### config.mk
export PLATFORM = sky130hd
export DESIGN_NAME = i2c_regptr_slave
export DESIGN_NICKNAME = d
export VERILOG_FILES = /design/src/rtl/i2c_regptr_slave.sv
export SDC_FILE = /design/constraint.sdc
export NUM_CORES = 1
export LEC_CHECK = 0
export BUFFER_PORTS_ARGS = -buffer_cell sky130_fd_sc_hd__buf_2
export CAP_MARGIN = 25
export CORE_MARGIN = 10
export CORE_UTILIZATION = 53
export CTS_CLUSTER_SIZE = 28
export DETAILED_ROUTE_END_ITERATION = 8
export PLACE_DENSITY = 0.76
export RECOVER_POWER = 50
export SKIP_LAST_GASP = 1
export SLEW_MARGIN = 20
export SYNTH_ARGS = -nofsm -noshare
export SYNTH_HDL_FRONTEND = slang
export SYNTH_SLANG_ARGS = --single-unit
export TNS_END_PERCENT = 10
### constraint.sdc
create_clock -name clk -period 2.1 [get_ports clk]
set_input_delay 0.105 -clock clk [delete_from_list [all_inputs] [get_ports clk]]
set_output_delay 0.105 -clock clk [all_outputs]
set_load 0.01 [all_outputs]
### src/rtl/i2c_regptr_slave.sv
module i2c_regptr_slave #(
  parameter logic [5:0] ADDR_HI    = 6'b110100,
  parameter int         LAST_REG   = 16,
  parameter int         ID_BASE    = 9,
  parameter int         PW         = $clog2(LAST_REG + 1),
  parameter int         TMO_CYCLES = 3_500_000
) (
  input  logic          clk,
  input  logic          rst_n,
  input  logic          scl_in,
  input  logic          sda_in,
  input  logic          addr_sel,
  output logic          sda_pull,
  output logic [PW-1:0] reg_addr,
  output logic          reg_wr,
  output logic [7:0]    reg_wdata,
  output logic          reg_rd,
  input  logic [7:0]    reg_rdata,
  output logic          snapshot
);
  localparam int TW = $clog2(TMO_CYCLES + 1);
  localparam logic [PW-1:0] LAST_P = PW'(LAST_REG);
  localparam logic [PW-1:0] ID_P   = PW'(ID_BASE);
  localparam logic [7:0]    LAST_B = 8'(LAST_REG);
  localparam logic [TW-1:0] TMO_LIM = TW'(TMO_CYCLES - 1);

  typedef enum logic [2:0] {S_IDLE, S_ADDR, S_WRX, S_SACK, S_TX, S_MACK} st_t;

  logic [1:0] scl_sy, sda_sy;
  logic scl_s, sda_s, scl_q, sda_q;
  logic scl_rise, scl_fall, start_c, stop_c;
  st_t st;
  logic [2:0] bcnt;
  logic [6:0] sh;
  logic rw, got_ptr, ack_on;
  logic [PW-1:0] ptr, ptr_next;
  logic [TW-1:0] tmo_cnt;
  logic tmo_hit;
  logic [7:0] byte_in;
  logic byte_done, wr_byte, adv, ptr_wrap;

  always_ff @(posedge clk or negedge rst_n)
    if (!rst_n) begin
      scl_sy <= 2'b11; sda_sy <= 2'b11; scl_q <= 1'b1; sda_q <= 1'b1;
    end else begin
      scl_sy <= {scl_sy[0], scl_in};
      sda_sy <= {sda_sy[0], sda_in};
      scl_q  <= scl_sy[1];
      sda_q  <= sda_sy[1];
    end

  assign scl_s    = scl_sy[1];
  assign sda_s    = sda_sy[1];
  assign scl_rise = scl_s & ~scl_q;
  assign scl_fall = ~scl_s & scl_q;
  assign start_c  = scl_s & scl_q & sda_q & ~sda_s;
  assign stop_c   = scl_s & scl_q & ~sda_q & sda_s;

  assign byte_in   = {sh, sda_s};
  assign byte_done = scl_rise & (bcnt == 3'd7);
  assign wr_byte   = (st == S_WRX) & byte_done & got_ptr;
  assign reg_wr    = wr_byte & (ptr < ID_P);
  assign reg_wdata = byte_in;
  assign reg_rd    = scl_fall & ack_on & (((st == S_SACK) & rw) | (st == S_MACK));
  assign reg_addr  = ptr;
  assign adv       = wr_byte | reg_rd;
  assign ptr_wrap  = adv & (ptr == LAST_P);
  assign ptr_next  = ptr_wrap ? '0 : ptr + PW'(1);
  assign tmo_hit   = ~scl_s & (tmo_cnt == TMO_LIM);

  always_ff @(posedge clk or negedge rst_n)
    if (!rst_n) tmo_cnt <= '0;
    else if (scl_s) tmo_cnt <= '0;
    else if (!tmo_hit) tmo_cnt <= tmo_cnt + TW'(1);

  always_ff @(posedge clk or negedge rst_n)
    if (!rst_n) begin
      st <= S_IDLE; bcnt <= '0; sh <= '0; rw <= 1'b0; got_ptr <= 1'b0;
      ack_on <= 1'b0; sda_pull <= 1'b0; ptr <= '0; snapshot <= 1'b0;
    end else begin
      snapshot <= start_c | ptr_wrap;
      if (adv) ptr <= ptr_next;
      if (tmo_hit) begin
        st <= S_IDLE; sda_pull <= 1'b0; ack_on <= 1'b0;
      end else if (start_c) begin
        st <= S_ADDR; bcnt <= '0; sda_pull <= 1'b0; ack_on <= 1'b0; got_ptr <= 1'b0;
      end else if (stop_c) begin
        st <= S_IDLE; sda_pull <= 1'b0; ack_on <= 1'b0;
      end else begin
        case (st)
          S_ADDR, S_WRX: if (scl_rise) begin
            sh   <= byte_in[6:0];
            bcnt <= bcnt + 3'd1;
            if (bcnt == 3'd7) begin
              if (st == S_ADDR) begin
                if (byte_in[7:1] == {ADDR_HI, addr_sel}) begin
                  rw <= byte_in[0];
                  st <= S_SACK;
                end else st <= S_IDLE;
              end else begin
                if (!got_ptr) ptr <= (byte_in > LAST_B) ? '0 : byte_in[PW-1:0];
                got_ptr <= 1'b1;
                st <= S_SACK;
              end
            end
          end
          S_SACK: if (scl_fall) begin
            if (!ack_on) begin
              ack_on <= 1'b1; sda_pull <= 1'b1;
            end else begin
              ack_on <= 1'b0; bcnt <= '0;
              if (rw) begin
                sh <= reg_rdata[6:0]; sda_pull <= ~reg_rdata[7]; st <= S_TX;
              end else begin
                sda_pull <= 1'b0; st <= S_WRX;
              end
            end
          end
          S_TX: begin
            if (scl_rise) begin
              bcnt <= bcnt + 3'd1;
              if (bcnt == 3'd7) st <= S_MACK;
            end
            if (scl_fall) begin
              sh <= {sh[5:0], 1'b0}; sda_pull <= ~sh[6];
            end
          end
          S_MACK: begin
            if (scl_fall) begin
              if (!ack_on) sda_pull <= 1'b0;
              else begin
                ack_on <= 1'b0; bcnt <= '0;
                sh <= reg_rdata[6:0]; sda_pull <= ~reg_rdata[7]; st <= S_TX;
              end
            end
            if (scl_rise) begin
              if (sda_s) st <= S_IDLE;
              else ack_on <= 1'b1;
            end
          end
          default: ;
        endcase
      end
    end

  a_r9_drive_moves_scl_low: assert property (@(posedge clk) disable iff (!rst_n)
    (sda_pull != $past(sda_pull)) |-> !scl_q);
  a_r5_snap_after_start: assert property (@(posedge clk) disable iff (!rst_n)
    start_c |=> snapshot);
  a_r8_no_id_write: assert property (@(posedge clk) disable iff (!rst_n)
    reg_wr |-> (reg_addr < ID_P));
  a_r4_ptr_in_space: assert property (@(posedge clk) disable iff (!rst_n)
    ptr <= LAST_P);
  a_r7_timeout_release: assert property (@(posedge clk) disable iff (!rst_n)
    tmo_hit |=> (!sda_pull && st == S_IDLE));
  a_r6_idle_quiet: assert property (@(posedge clk) disable iff (!rst_n)
    (st == S_IDLE) |-> !sda_pull);
  a_r2_strobes_apart: assert property (@(posedge clk) disable iff (!rst_n)
    !(reg_wr && reg_rd));
endmodule

* Word level (Yosys, flattened, before mapping) *
Index checks and enable logic that the tools add are counted.
W data, S select, Z words.

word-level totals
  bits in registers = 51
  bits in latches = 0
  memory bits (writable) = 0
  memory bits (read-only) = 0
  input bits = 13
  word-level logic and storage cells = 164
  memories kept = 0

operators by class
  add/subtract/negate cells = 3
  $mul = 0
  div/mod/pow operators = 0
  $lt $le $gt $ge = 2
  equal/unequal tests = 30
  shift operators = 0
  mux-type cells = 69
  bitwise logic cells = 28
  reduce and logical (&&, ||, !) cells = 18

operator list
  cell                     count
  $mux W3                  20
  $mux W5                  11
  $mux W7                  7
  $mux W22                 2
  $ne A5 B5 Y1 const B     8
  $pmux W7 S4              1
  $mux W1                  23
  $add A22 B1 Y22 const B  1
  $eq A22 B22 Y1 const B   1
  $ne A2 B2 Y1 const B     10
  $and A1 B1 Y1            16
  $pmux W3 S4              1
  $reduce_and A6 Y1        2
  $reduce_and A11 Y1       1
  $eq A3 B3 Y1 const B     3
  $ne A3 B1 Y1 const B     3
  $not A1 Y1               9
  $gt A8 B5 Y1 const B     1
  $reduce_and A8 Y1        1
  $eq A7 B7 Y1             1
  $reduce_and A7 Y1        1
  $reduce_bool A7 Y1       1
  $eq A3 B2 Y1 const B     2
  $pmux W3 S2              1
  18 further kinds         23

* Longest topological paths before layout *
  depth in word-level cells = 17
  depth in mapped cells = 7
  depth with buffers taken out = 7

* Worst setup path after synthesis *
OpenSTA, ideal clock, no wires.

  path kind = reg2reg
  from = register tmo_cnt[0]
  to = register sh[0]
  setup time = 0.128 ns
  arrival = 2.177 ns
  data required time = 1.972 ns
  setup slack = -0.205 ns
  stages on the path, launching flop included = 8
  buffers on the path = 1
  period minus slack after synthesis = 2.305 ns
  path through = dfrtp_1 ha_1 nand4_2 or4_4 o31ai_2 a211o_1 buf_4 mux2_1

between the ends
  word-level cells in the longest chain between the ends = 4

ends and longest elaborated chain
  item                          line  text
  from (decl)                   37    logic [TW-1:0] tmo_cnt;
  from (signal assigned)        74    else if (!tmo_hit) tmo_cnt <= tmo_cnt + TW'(1);
  $eq A22 B22 Y1                69    assign tmo_hit = ~scl_s & (tmo_cnt == TMO_LIM);
  $and A1 B1 Y1                 69
  $not A1 Y1 (no line)          n/a
  $reduce_and A11 Y1 (no line)  n/a
  to (signal assigned)          92    sh <= byte_in[6:0];
  to (signal assigned)          125   sh <= {sh[5:0], 1'b0}; sda_pull <= ~sh[6];
  to (decl)                     34    logic [6:0] sh;

No other way between the ends.
A chain may end at the register's enable or synchronous reset.

* Worst setup path in the final report *
  from = register tmo_cnt[19]
  to = register sh[6]

Same word-level chain as after synthesis.

==> qor.txt <==
Final Non-Filler Cells: 431
Row cnt: 26
IO Pins: 30
FF-to-FF path depth: 6
Dpl hpwl: 5150 um
Reg2reg setup slack: -0.006 ns
Slew margin rel.: 0.319
Arrival time at the worst endpoint: 2.29 ns
Routed via count: 2499
Levels on crit path: 6
CTS buffer count: 5
Synth cell count leaders: 45 x dfrtp_1, 29 x nor2_1, 21 x o21ai_0, 16 x nand2_1, 15 x xor2_1
Register area share after synthesis: 0.443
Max incr delay on CP: 0.53 ns
FF+latch count, synth: 51
N_diodes: 0
GRT Residual Overflow: 0
Vias in the first global route: 2457
PnR worst setup slack: -0.00552 ns
Failing checks: negative setup slack
Area grow syn2layout: 21.4%
Final Hold Fails: 0
Pin count of the biggest net entering global routing: 43
Clock Latency Late Sink: 0.30 ns
Worst-path fanout max: 7
IO buf count: 29
CTS H-tree depth: 2
Die Wd: 93.9 um
Synth Flop Type: dfrtp_1
Yosys top cell by area: dfrtp_1
Slowest CP cell: or4_4
Share of post-route cells with drive strength above 1: 0.227
Initial antenna violation count: 0
Post-synth EDFFs: 0
Top post-synthesis cells by area: dfrtp_1 39%, dfstp_2 5.4%, xor2_1 4.5%
Clk sink count: 51
CP Class: flop to flop
Leak pwr: 1.53 nW
DRC violations left: 0
Antenna-violating nets left: 0
Final slew viol count: 0
First-pass GRT wire length: 11700 um
Max Buffers Root-to-Sink: 2
Final wirelength: 6910 um
Post-Syn Instances: 299
RR Startpoint: tmo_cnt[19]
Syn Area/Cell: 9.68 sq um
Starting Density: 0.556
Syn_nets: 317
Critical path buffers and inverters: 1
Placed insts: 419
Post-Syn Area: 2900 sq um
YS warnings: 0
RD Place Congestion: 0.903
Total track usage: 0.161
Synth top area share: 0.389
Worst hold-check path type: input port to flop
Final Net Count: 378
Final worst-path cycle share: 1.00
Pwr Total: 0.00259 W
Cell family with most CP delay: simple AND/OR/NAND/NOR gates
Count leader, synth: dfrtp_1
Synth cell types: 53
Fillers: 406
Crit path from: tmo_cnt[19]
CTS tree: built
Via/cell ratio: 5.80
Slew @ Worst Pin: 1.02 ns
Min Clock Period, post-route: 2.11 ns
Placeable Area: 5200 sq um
Achievable Freq: 475 MHz
Synth async-reset ratio: 1.00
RSZ-0062 raised after global routing: true
CP Cell Sequence: or2_0, or4_4, o31ai_4, a211o_1, buf_12, mux2_1
Worst setup EP type: flop
Crit path capture: sh[6]
1st-iter DRT viols: 282
Worst Setup Start Kind: flop
Die footprint: 8820 sq um
Status: complete, but fails checks
Clk_skew: 0.00900 ns
Chip Height: 93.9 um
Wire per inst: 16.0 um
DRT Pass-1 Iters: 5
Reg-to-Reg End: sh[6]
Power Density: 737 nW/um^2
Max cap viols: 0
VDD IR max: 0.656 mV
Root buffer cell: clkbuf_8
Setup-failing EPs final: 2
Required time of the critical path: 2.28 ns
Clock-pin slew on the worst setup and hold paths: 0.09 ns
==> kinds of logic (layout without fill, tap and decap cells) <==
kind of cell	after synthesis	after routing	synth area share
AO/OA/AOI/OAI	60	60	0.132
XOR/XNOR	21	21	0.0635
adder cells (fa/ha/maj)	5	5	0.0216
buffers and inverters	26	88	0.0389
flip-flops	51	51	0.443
multiplexers	19	19	0.0761
AND/OR/NAND/NOR	117	117	0.225
==> sequential cells by signal, summed over array words and instances, names as in the netlist <==
| register | cells |
|---|---|
| ack_on | 1 |
| bcnt | 3 |
| got_ptr | 1 |
| reg_addr | 5 |
| rw | 1 |
| scl_q | 1 |
| scl_sy | 2 |
| sda_pull | 1 |
| sda_q | 1 |
| sda_sy | 2 |
| sh | 7 |
| snapshot | 1 |
| st | 3 |
| tmo_cnt | 22 |
==> routing by layer <==
layer | share of wire | global-route usage
met4 | 0.013 | 0.0570
met1 | 0.47 | 0.219
met3 | 0.048 | 0.0328
met5 | 0 | 0
met2 | 0.47 | 0.248
==> placed cells by master, fill, tap and decap left out, types with 5 or more instances in the layout <==
cell      Yosys  routed
a21oi_1      13      13
buf_2         0      13
buf_4         2      35
clkbuf_1     10      15
clkbuf_8      0       6
dfrtp_1      45      45
dfstp_2       6       6
inv_1        11      11
mux2_1        6       6
mux2_2        6       6
nand2_1      16      16
nand2b_1      5       5
nand3_1      14      14
nand4_1       5       5
nor2_1       29      29
nor3_1        7       7
o21ai_0      21      21
or3_1         6       6
xnor2_1       6       6
xor2_1       15      15
==> power by group <==
group	internal [W]	leakage, nW	switching (W)
Combinational	0.000317	0.807	0.000293
Sequential	0.00111	0.667	0.000177
Clock	0.000386	0.0612	0.000311
Total	0.00181	1.53	0.000780
==> worst min-delay path by stage <==
| stage | start | to | slack (ns) | depth (start not counted) |
|---|---|---|---|---|
| final | reg_rdata[3] | sh[3] | 0.11 | 3 |
| after CTS | reg_rdata[3] | sh[3] | 0.10 | 3 |
| after detailed placement | sda_in | sda_sy[0] | 0.22 | 1 |
| after global routing | reg_rdata[0] | sh[0] | 0.15 | 3 |
| after global placement | scl_in | scl_sy[0] | 0.21 | 1 |
| after floorplan | rst_n | ack_on | -0.19 | 0 |
==> worst min-delay path, stage by stage <==
cell     delay (ns)
buf_2          0.07
mux2i_1        0.05
mux2i_1        0.13
==> layout make-up <==
type                       count  area [sq um]  share of cell area
tap                           70          87.6              0.0249
sequential                    51          1280               0.365
clock inverter                 2          35.0             0.00997
timing repair buffer          69           459               0.131
clock buffer                   6          82.6              0.0235
inverter                      11          41.3              0.0117
multi-input combinational    222          1530               0.434
==> stage by stage <==
stage               hold slack (ns)  setup TNS (ns)  setup WS [ns]  utilization  instance area, sq um
global route                  0.152          -0.886         -0.115        0.675                  3510
finish                        0.106        -0.00964       -0.00552        0.675                  3510
detailed placement            0.216          -0.451        -0.0809        0.648                  3370
CTS                           0.102               0        0.00200        0.678                  3530
global placement              0.210          -0.135        -0.0236        0.648                  3370
floorplan                    -0.191          -0.454        -0.0505            -                  2920
==> timing repair <==
| action | CTS | global route |
|---|---|---|
| resized for setup | 0 | 1 |
| endpoints found under the setup margin | 6 | 13 |
| pin swaps | 3 | 0 |
| buffers inserted | 1 | 0 |
| hold endpoints to repair | 36 | 0 |
| hold buffers | 3 | 0 |
Power figures use the tool's default switching activity.
